**config.mk**
```make
export PLATFORM = sky130hd
export DESIGN_NAME = slft_link_timer
export DESIGN_NICKNAME = d
export VERILOG_FILES = /design/src/rtl/slft_pkg.sv /design/src/rtl/slft_frame_seq.sv /design/src/rtl/slft_tx_ser.sv /design/src/rtl/slft_rx_cap.sv /design/src/rtl/slft_link_timer.sv
export SDC_FILE = /design/constraint.sdc
export NUM_CORES = 2
export LEC_CHECK = 0
export ABC_AREA = 0
export CELL_PAD_IN_SITES_DETAIL_PLACEMENT = 0
export CELL_PAD_IN_SITES_GLOBAL_PLACEMENT = 1
export CORE_AREA = 10 10 594 596
export CTS_CLUSTER_SIZE = 24
export DETAILED_ROUTE_END_ITERATION = 12
export DIE_AREA = 0 0 604 606
export PLACE_DENSITY = 0.64
export SYNTH_ARGS = -nofsm -noshare
export SYNTH_HDL_FRONTEND = slang
export SYNTH_SLANG_ARGS = --single-unit
```
**constraint.sdc**
```tcl
create_clock -name clk -period 2.15 [get_ports clk]
set_input_delay 0.43 -clock clk [delete_from_list [all_inputs] [get_ports clk]]
set_output_delay 0.43 -clock clk [all_outputs]
set_load 0.02 [all_outputs]
```
**src/rtl/slft_pkg.sv**
```systemverilog
package slft_pkg;

    typedef enum logic [1:0] {
        ST_LINK_RESET = 2'd0,
        ST_LEAD_IN    = 2'd1,
        ST_ACTIVE     = 2'd2
    } slft_state_e;

endpackage

```
**src/rtl/slft_frame_seq.sv**
```systemverilog
module slft_frame_seq
    import slft_pkg::*;
#(
    parameter int BCLK_PER_FRAME = 500,
    parameter int SYNC_BCLKS     = 4,
    parameter int REQ_LEAD_BCLKS = 16,
    parameter int FCNT_W         = 16
) (
    input  logic              clk,
    input  logic              rst_n,
    input  logic              link_rst_req_i,
    output logic              bclk_o,
    output logic              sync_o,
    output logic              link_rst_n_o,
    output logic              tx_req_o,
    output logic              frame_start_o,
    output logic [FCNT_W-1:0] frame_cnt_o,
    output logic              in_active_o,
    output logic              clear_o,
    output logic              frame_wrap_o,
    output logic              sample_en_o,
    output logic              deliver_o
);

    localparam int TICKS      = 2 * BCLK_PER_FRAME;
    localparam int TW         = $clog2(TICKS);
    localparam logic [TW-1:0] LAST_T = TW'(TICKS - 1);
    localparam logic [TW-1:0] SYNC_T = TW'(TICKS - 2 * SYNC_BCLKS);
    localparam logic [TW-1:0] REQ_T  = TW'(TICKS - 2 * REQ_LEAD_BCLKS);

    slft_state_e       state_q, state_d;
    logic [TW-1:0]     tick_q, tick_d;
    logic [FCNT_W-1:0] fcnt_q;
    logic              at_last;

    assign at_last = (tick_q == LAST_T);

    // next-state process
    always_comb begin
        state_d = state_q;
        tick_d  = tick_q;
        if (link_rst_req_i) begin
            state_d = ST_LINK_RESET;
            tick_d  = '0;
        end else begin
            unique case (state_q)
                ST_LINK_RESET: begin
                    state_d = ST_LEAD_IN;
                    tick_d  = '0;
                end
                ST_LEAD_IN: begin
                    if (at_last) begin
                        state_d = ST_ACTIVE;
                        tick_d  = '0;
                    end else begin
                        tick_d = tick_q + 1'b1;
                    end
                end
                ST_ACTIVE: begin
                    tick_d = at_last ? '0 : tick_q + 1'b1;
                end
                default: begin
                    state_d = ST_LINK_RESET;
                    tick_d  = '0;
                end
            endcase
        end
    end

    // state register
    always_ff @(posedge clk or negedge rst_n) begin
        if (!rst_n) begin
            state_q <= ST_LINK_RESET;
            tick_q  <= '0;
            fcnt_q  <= '0;
        end else begin
            state_q <= state_d;
            tick_q  <= tick_d;
            if (link_rst_req_i || state_q == ST_LINK_RESET)
                fcnt_q <= '0;
            else if (state_q == ST_ACTIVE && at_last)
                fcnt_q <= fcnt_q + 1'b1;
        end
    end

    // output process
    always_comb begin
        link_rst_n_o  = (state_q != ST_LINK_RESET);
        bclk_o        = link_rst_n_o && tick_q[0];
        sync_o        = (state_q == ST_ACTIVE) && (tick_q >= SYNC_T);
        frame_start_o = (state_q == ST_ACTIVE) && (tick_q == '0);
        tx_req_o      = link_rst_n_o && (tick_q == REQ_T);
        in_active_o   = (state_q == ST_ACTIVE);
        clear_o       = link_rst_req_i || (state_q == ST_LINK_RESET);
        frame_wrap_o  = !link_rst_req_i && link_rst_n_o && at_last;
        sample_en_o   = !link_rst_req_i && in_active_o && !tick_q[0];
        deliver_o     = !link_rst_req_i && in_active_o && at_last;
        frame_cnt_o   = fcnt_q;
    end

    assert_txreq_single_R6: assert property (@(posedge clk) disable iff (!rst_n)
        tx_req_o |=> !tx_req_o);

    assert_sync_fall_start_R4: assert property (@(posedge clk) disable iff (!rst_n)
        ($fell(sync_o) && link_rst_n_o) |-> frame_start_o);

    assert_bclk_toggle_R2: assert property (@(posedge clk) disable iff (!rst_n)
        (link_rst_n_o && $past(link_rst_n_o)) |-> (bclk_o != $past(bclk_o)));

endmodule

```
**src/rtl/slft_tx_ser.sv**
```systemverilog
module slft_tx_ser #(
    parameter int TX_W = 1000
) (
    input  logic            clk,
    input  logic            rst_n,
    input  logic            clear_i,
    input  logic            load_i,
    input  logic            shift_i,
    input  logic [TX_W-1:0] tx_data_i,
    input  logic            tx_valid_i,
    output logic            sdo_o,
    output logic            underrun_o
);

    logic [TX_W-1:0] sh_q;
    logic            und_q;

    always_ff @(posedge clk or negedge rst_n) begin
        if (!rst_n) begin
            sh_q  <= '0;
            und_q <= 1'b0;
        end else if (clear_i) begin
            sh_q  <= '0;
            und_q <= 1'b0;
        end else if (load_i) begin
            sh_q  <= tx_valid_i ? tx_data_i : '0;
            und_q <= !tx_valid_i;
        end else begin
            if (shift_i)
                sh_q <= sh_q >> 1;
            und_q <= 1'b0;
        end
    end

    assign sdo_o      = shift_i && sh_q[0];
    assign underrun_o = und_q;

    assert_underrun_silent_R8: assert property (@(posedge clk) disable iff (!rst_n)
        underrun_o |-> !sdo_o);

endmodule

```
**src/rtl/slft_rx_cap.sv**
```systemverilog
module slft_rx_cap #(
    parameter int RX_W = 500
) (
    input  logic            clk,
    input  logic            rst_n,
    input  logic            clear_i,
    input  logic            sample_i,
    input  logic            deliver_i,
    input  logic            sdi_i,
    output logic [RX_W-1:0] rx_data_o,
    output logic            rx_valid_o
);

    logic [RX_W-1:0] sh_q;
    logic [RX_W-1:0] word_q;
    logic            vld_q;

    always_ff @(posedge clk or negedge rst_n) begin
        if (!rst_n) begin
            sh_q   <= '0;
            word_q <= '0;
            vld_q  <= 1'b0;
        end else if (clear_i) begin
            sh_q   <= '0;
            word_q <= '0;
            vld_q  <= 1'b0;
        end else begin
            if (sample_i)
                sh_q <= {sdi_i, sh_q[RX_W-1:1]};
            if (deliver_i)
                word_q <= sh_q;
            vld_q <= deliver_i;
        end
    end

    assign rx_data_o  = word_q;
    assign rx_valid_o = vld_q;

    assert_rxv_pulse_R9: assert property (@(posedge clk) disable iff (!rst_n)
        rx_valid_o |=> !rx_valid_o);

endmodule

```
**src/rtl/slft_link_timer.sv**
```systemverilog
module slft_link_timer #(
    parameter int BCLK_PER_FRAME = 500,
    parameter int SYNC_BCLKS     = 4,
    parameter int REQ_LEAD_BCLKS = 16,
    parameter int FCNT_W         = 16
) (
    input  logic                          clk,
    input  logic                          rst_n,
    input  logic                          link_rst_req_i,
    input  logic [2*BCLK_PER_FRAME-1:0]   tx_data_i,
    input  logic                          tx_valid_i,
    input  logic                          sdi_i,
    output logic                          bclk_o,
    output logic                          sync_o,
    output logic                          sdo_o,
    output logic                          link_rst_n_o,
    output logic                          tx_req_o,
    output logic                          frame_start_o,
    output logic                          underrun_o,
    output logic [BCLK_PER_FRAME-1:0]     rx_data_o,
    output logic                          rx_valid_o,
    output logic [FCNT_W-1:0]             frame_cnt_o
);

    localparam int TX_W = 2 * BCLK_PER_FRAME;
    localparam int RX_W = BCLK_PER_FRAME;

    logic in_active, clear, frame_wrap, sample_en, deliver;

    slft_frame_seq #(
        .BCLK_PER_FRAME (BCLK_PER_FRAME),
        .SYNC_BCLKS     (SYNC_BCLKS),
        .REQ_LEAD_BCLKS (REQ_LEAD_BCLKS),
        .FCNT_W         (FCNT_W)
    ) seq_i (
        .clk            (clk),
        .rst_n          (rst_n),
        .link_rst_req_i (link_rst_req_i),
        .bclk_o         (bclk_o),
        .sync_o         (sync_o),
        .link_rst_n_o   (link_rst_n_o),
        .tx_req_o       (tx_req_o),
        .frame_start_o  (frame_start_o),
        .frame_cnt_o    (frame_cnt_o),
        .in_active_o    (in_active),
        .clear_o        (clear),
        .frame_wrap_o   (frame_wrap),
        .sample_en_o    (sample_en),
        .deliver_o      (deliver)
    );

    slft_tx_ser #(.TX_W(TX_W)) tx_i (
        .clk        (clk),
        .rst_n      (rst_n),
        .clear_i    (clear),
        .load_i     (frame_wrap),
        .shift_i    (in_active),
        .tx_data_i  (tx_data_i),
        .tx_valid_i (tx_valid_i),
        .sdo_o      (sdo_o),
        .underrun_o (underrun_o)
    );

    slft_rx_cap #(.RX_W(RX_W)) rx_i (
        .clk        (clk),
        .rst_n      (rst_n),
        .clear_i    (clear),
        .sample_i   (sample_en),
        .deliver_i  (deliver),
        .sdi_i      (sdi_i),
        .rx_data_o  (rx_data_o),
        .rx_valid_o (rx_valid_o)
    );

    assert_idle_in_reset_R1: assert property (@(posedge clk) disable iff (!rst_n)
        !link_rst_n_o |-> !(bclk_o || sync_o || sdo_o || tx_req_o || underrun_o));

    assert_rxv_at_start_R9: assert property (@(posedge clk) disable iff (!rst_n)
        rx_valid_o |-> frame_start_o);

endmodule

```
After elaboration in Yosys (flattened, before gate mapping). Index checks and enable logic that the tools add are counted.

Add/subtract/negate cells: 2. Order comparisons: 1. Eq/ne operators: 6. Muxes and demuxes: 19. Reductions and logical operators: 24.

Operators with widths (count): 1000-bit 2-to-1 mux (4); 500-bit 2-to-1 mux (4); 16-bit 2-to-1 mux (2); 10-bit 2-to-1 mux (3); 10-bit equality test (second input constant) (2); 16-bit by 1-bit adder with 16-bit output (second input constant) (1); 1-bit logical AND (11); 10-bit by 1-bit adder with 10-bit output (second input constant) (1); 10-bit >= comparator (second input constant) (1); 10-bit zero test (1); 2-bit nonzero test (4); 2-bit case mux with 3 select lines (1); 2-bit 2-to-1 mux (2); 1-bit zero test (3); 1-bit 2-to-1 mux (3); 3-bit by 2-bit != test with 1-bit output (second input constant) (1); 3-bit nonzero test (1); 2-bit by 1-bit equality test with 1-bit output (second input constant) (1); 2-bit equality test (second input constant) (1); 2-bit zero test (1); 2-bit != test (second input constant) (1); 2-bit AND reduction (1); 2-bit OR reduction (1); 1-bit logical OR (1).

Bits in registers: 2030. Bits of input ports: 1005. Word-level logic and storage cells: 60.

Depth between registers and ports, before layout.
Word-level depth: 5. Mapped depth: 11.

Modules after synthesis. A second synthesis with hierarchy kept.

Cell total of the unflattened synthesis: 9059. Area, all modules: 96014.6 um^2.

By module, submodules not included: slft_tx_ser (instances 1, cells an instance 5670, area each 53157.2 um^2); slft_rx_cap (instances 1, cells an instance 3225, area each 41274.6 um^2); slft_frame_seq (instances 1, cells an instance 164, area each 1582.8 um^2).

Worst setup path before layout. OpenSTA, ideal clock, no wires.

Path type: register to output. Start: reg seq_i.state_q[0]. End: out frame_start_o. Data arrival time: 1.880 ns. Data required time: 1.720 ns. Setup slack: -0.160 ns. Stages on the path, launching flop included: 8. Cell sequence: dfrtp_1 > inv_1 > ha_1 > buf_2 > buf_2 > clkbuf_1 > clkbuf_1 > and4b_1.

Longest elaborated chain between the ends: 2.

RTL lines: start: declaration (RTL line slft_frame_seq.sv:31) `slft_state_e state_q, state_d;`; start signal: assignment (RTL line slft_frame_seq.sv:77) `state_q <= state_d;`; 2-bit equality test (RTL line slft_frame_seq.sv:91) `frame_start_o = (state_q == ST_ACTIVE) && (tick_q == '0);`; 1-bit logical AND (RTL line slft_frame_seq.sv:91); end: declaration (RTL line slft_link_timer.sv:18) `output logic frame_start_o,`.

No other way between the ends.

Final worst setup path.
Start: reg seq_i.tick_q[0]. End: out tx_req_o.

Longest elaborated chain between the ends: 2.

RTL lines: start: declaration (RTL line slft_frame_seq.sv:32) `logic [TW-1:0] tick_q, tick_d;`; start signal: assignment (RTL line slft_frame_seq.sv:78) `tick_q <= tick_d;`; 10-bit equality test (RTL line slft_frame_seq.sv:92) `tx_req_o = link_rst_n_o && (tick_q == REQ_T);`; 1-bit logical AND (RTL line slft_frame_seq.sv:92); end: declaration (RTL line slft_link_timer.sv:17) `output logic tx_req_o,`.

No other way between the ends.

==> reports/results.ini <==
[final_layout]
layout.nets = 11670
finalInstanceArea_mm2 = 0.1269
final_util_pct = 37.18
area_growth_pct = 40.20
drive_above_1_share_pct = 26.28
num-fill-cells = 33620
final_cells = 15440

[synthesis]
syn_nets = 10020
syn_area_mm2 = 0.09053
synth_top_area_share_pct = 56.11
syn-mean-instance-area_um2 = 10.05
synth-seq-cells = 2030
synth_cell_types = 39
synth_edf_count = 0
yosysWarningCount = 0
ys_top_cells_by_area = dfrtp_1 (56%), mux2_2 (12%), a21oi_1 (8.4%), nand2_1 (8.3%), nand3_1 (5.6%)
yosysSeqAreaShare_pct = 56.11
synth_cells = 9010
async_flop_share_pct = 100.0
synthFlopType = dfrtp_1
synth_top_area_cell = dfrtp_1

[cts]
htreeDepth = 4
cts_buffer_depth = 4
insertion_delay_ns = 0.95
cts_buffers = 233
cts_tree = built
clk_pin_slew_ns = 0.06
clkSinkCount = 2030
cts_root_buf = clkbuf_16

[power_and_ir_drop]
pwr_density_cell_mw_per_mm2 = 677.9
power_leakage_nw = 52.76
ir_drop_uv = 728.2

[global_routing]
grt_pass1_vias = 77340
met1_usage_pct = 24.10
grtUsageMet3_pct = 3.116
grt_usage_pct = 19.45
use_met2_pct = 33.67
top_usage_layer = met2
grt_max_degree = 125
gr-total-overflow = 0
grt_pass1_wl_mm = 542.9
antenna_found_initial = 59

[timing]
min_period_over_period_pct = 124.7
hold_viol_final = 0
drv_slew = 0
grt_setup_unrepaired = yes
relSlewSlack_pct = 50.91
setup_slack_ns = -0.5300
skew_ns = 0.1175
period_needed_ns = 2.680
worst_pin_slew_ns = 0.7364
setup_violations = 1843
max_freq_ghz = 0.3731

[floorplan]
dieArea_mm2 = 0.3660
num_rows = 215
die_w_um = 604
core_area_mm2 = 0.3414
ios = 1529
initial_core_util_pct = 26.52
die-height_um = 606

[place]
dpl.hpwl_mm = 275.9
dp.cells = 14740
gp_congestion = 0.8789
place_area_mm2 = 0.1139
io_buffers = 1528

[critical_path]
arrival_ns = 2.25
r2r_start = seq_i.tick_q[0]
start_kind = register
critPathKind = reg2out
cp_max_fo = 2
crit_required_ns = 1.72
r2r_end = rx_i.rx_data_o[318]
reg2reg_depth = 12
r2r_slack_ns = -0.48
cp-end-kind = output pin

[outcome]
violations = setup timing
status = finished with violations

[detailed_routing]
wl_mm = 396.9
drc = 0
vias = 77660
drt_iter0_drc = 6736
first_pass_iters = 6
wl_per_cell_um = 25.70
vias_per_cell = 5.030
detail-route-antenna-nets = 0

[flow_run]
max_cap_viol_count = 0

[worst_hold_path]
worst_hold_path_type = in2async

-- synth_stat cells, drive strengths merged, types with 7 or more instances --
library cell,count
a21oi,1517
a22o,500
buf,74
clkbuf,768
dfrtp,2030
inv,9
mux2,999
nand2,2010
nand3,1008
nand4,7
nor2,16
o31ai,11
or4,11
-- cell type report --
cell class              instances  area [um^2]  share of cell area, %
diodes                         40        100.1                0.07886
clock buffers                 335         6827                  5.378
clock inverters                88         1100                 0.8665
inverters                       9        38.79                0.03056
multi-input cells            6130        37730                  29.73
flip-flops and latches       2030        50880                  40.09
well taps                    4557         5702                  4.492
repair buffers               2252        24550                  19.34
-- kinds of logic (layout without fill, tap and decap cells) --
| kind of cell | after synthesis | in the layout | share of synthesized area, % |
|---|---|---|---|
| fa+ha+maj | 6 | 6 | 0.08293 |
| xor+xnor | 9 | 9 | 0.08707 |
| flops | 2030 | 2030 | 56.11 |
| other cells | 0 | 40 | 0 |
| buf+inv | 851 | 2684 | 3.562 |
| compound gates | 2032 | 2032 | 13.34 |
| mux | 1000 | 1000 | 12.44 |
| simple gates | 3082 | 3083 | 14.37 |
-- stage by stage --
| step | power [mW] | hold slack (ns) | setup TNS, ns | setup slack, ns |
|---|---|---|---|---|
| floorplan | 40.65 | 0.1344 | -23.61 | -0.04716 |
| global placement | 45.21 | 0.4281 | -385.93 | -0.3451 |
| detailed placement | 45.26 | 0.4329 | -402.81 | -0.3513 |
| CTS | 86.85 | 0.005473 | -181.27 | -0.6201 |
| global route | 88.82 | 0.05631 | -702.56 | -0.6382 |
| finish | 86.04 | 0.1082 | -516.92 | -0.5300 |
-- registers in the layout (all words and copies together), names as in the netlist --
signal,flops
rx_i.rx_data_o,500
rx_i.rx_valid_o,1
rx_i.sh_q,500
seq_i.frame_cnt_o,16
seq_i.state_q,2
seq_i.tick_q,10
tx_i.sh_q,1000
tx_i.underrun_o,1
-- worst max-delay path by stage --
stage | startpoint | endpoint | slack [ns] | cells after the start
2_1_floorplan | seq_i.state_q[1] | rx_i.sh_q[0] | -0.05 | 8
3_3_place_gp | link_rst_req_i | rx_i.sh_q[46] | -0.35 | 6
3_5_place_dp | link_rst_req_i | rx_i.sh_q[39] | -0.35 | 6
4_1_cts | seq_i.tick_q[1] | tx_req_o | -0.62 | 6
5_1_grt | seq_i.tick_q[0] | tx_req_o | -0.64 | 6
6_report | seq_i.tick_q[0] | tx_req_o | -0.53 | 6
-- what timing repair did --
action | 4_1_cts | 5_1_grt
hold buffers | 2 | 0
setup endpoints to repair | 1547 | 1740
pin swaps | 14 | 43
buffers inserted | 51 | 67
cloned | 25 | 99
endpoints found under the hold margin | 1159 | 0
gates resized for setup | 2038 | 353
-- layer usage --
layer	share of wire [%]	vias to the layer above
li1	-	34810
met1	41	39840
met2	50	2432
met3	5.1	575
met4	4.2	4
met5	0.0068	-
-- worst max-delay path: stages, from the launching register on --
cell,delay (ns)
dfrtp_1,0.39
inv_2,0.08
ha_4,0.12
nor4b_4,0.18
buf_4,0.15
and4_4,0.27
buf_8,0.14
-- layout by cell type, fill, tap and decap left out, types with 5 or more instances in the layout --
master and count:
nand2_1 1984, dfrtp_1 1966, a21oi_1 1423, clkdlybuf4s50_1 1002, mux2_2 999, nand3_1 920
a22o_1 500, buf_4 336, clkbuf_16 310, buf_2 284, buf_12 161, clkdlybuf4s15_2 150
a21oi_2 93, buf_6 69, dfrtp_2 64, nand3_2 59, clkbuf_8 57, buf_16 52
clkinv_2 46, clkbuf_1 43, clkdlybuf4s15_1 43, diode_2 40, dlygate4sd2_1 34, buf_8 33
nand3_4 29, nand2_2 26, bufinv_16 18, nor2_1 15, o31ai_1 11, bufbuf_16 10
or4_1 9, clkinvlp_4 8, nand4_1 7, xor2_1 5, clkinv_16 5
-- where the power goes --
group	switching [mW]	internal, mW	total (mW)	leakage (nW)
combinational	3.93	2.58	6.50	20.6
sequential	0.00633	38.2	38.2	28.3
clock	17.1	24.2	41.3	3.90
total	21.1	65.0	86.0	52.8
Note: power is estimated with default switching activity, not from simulation.
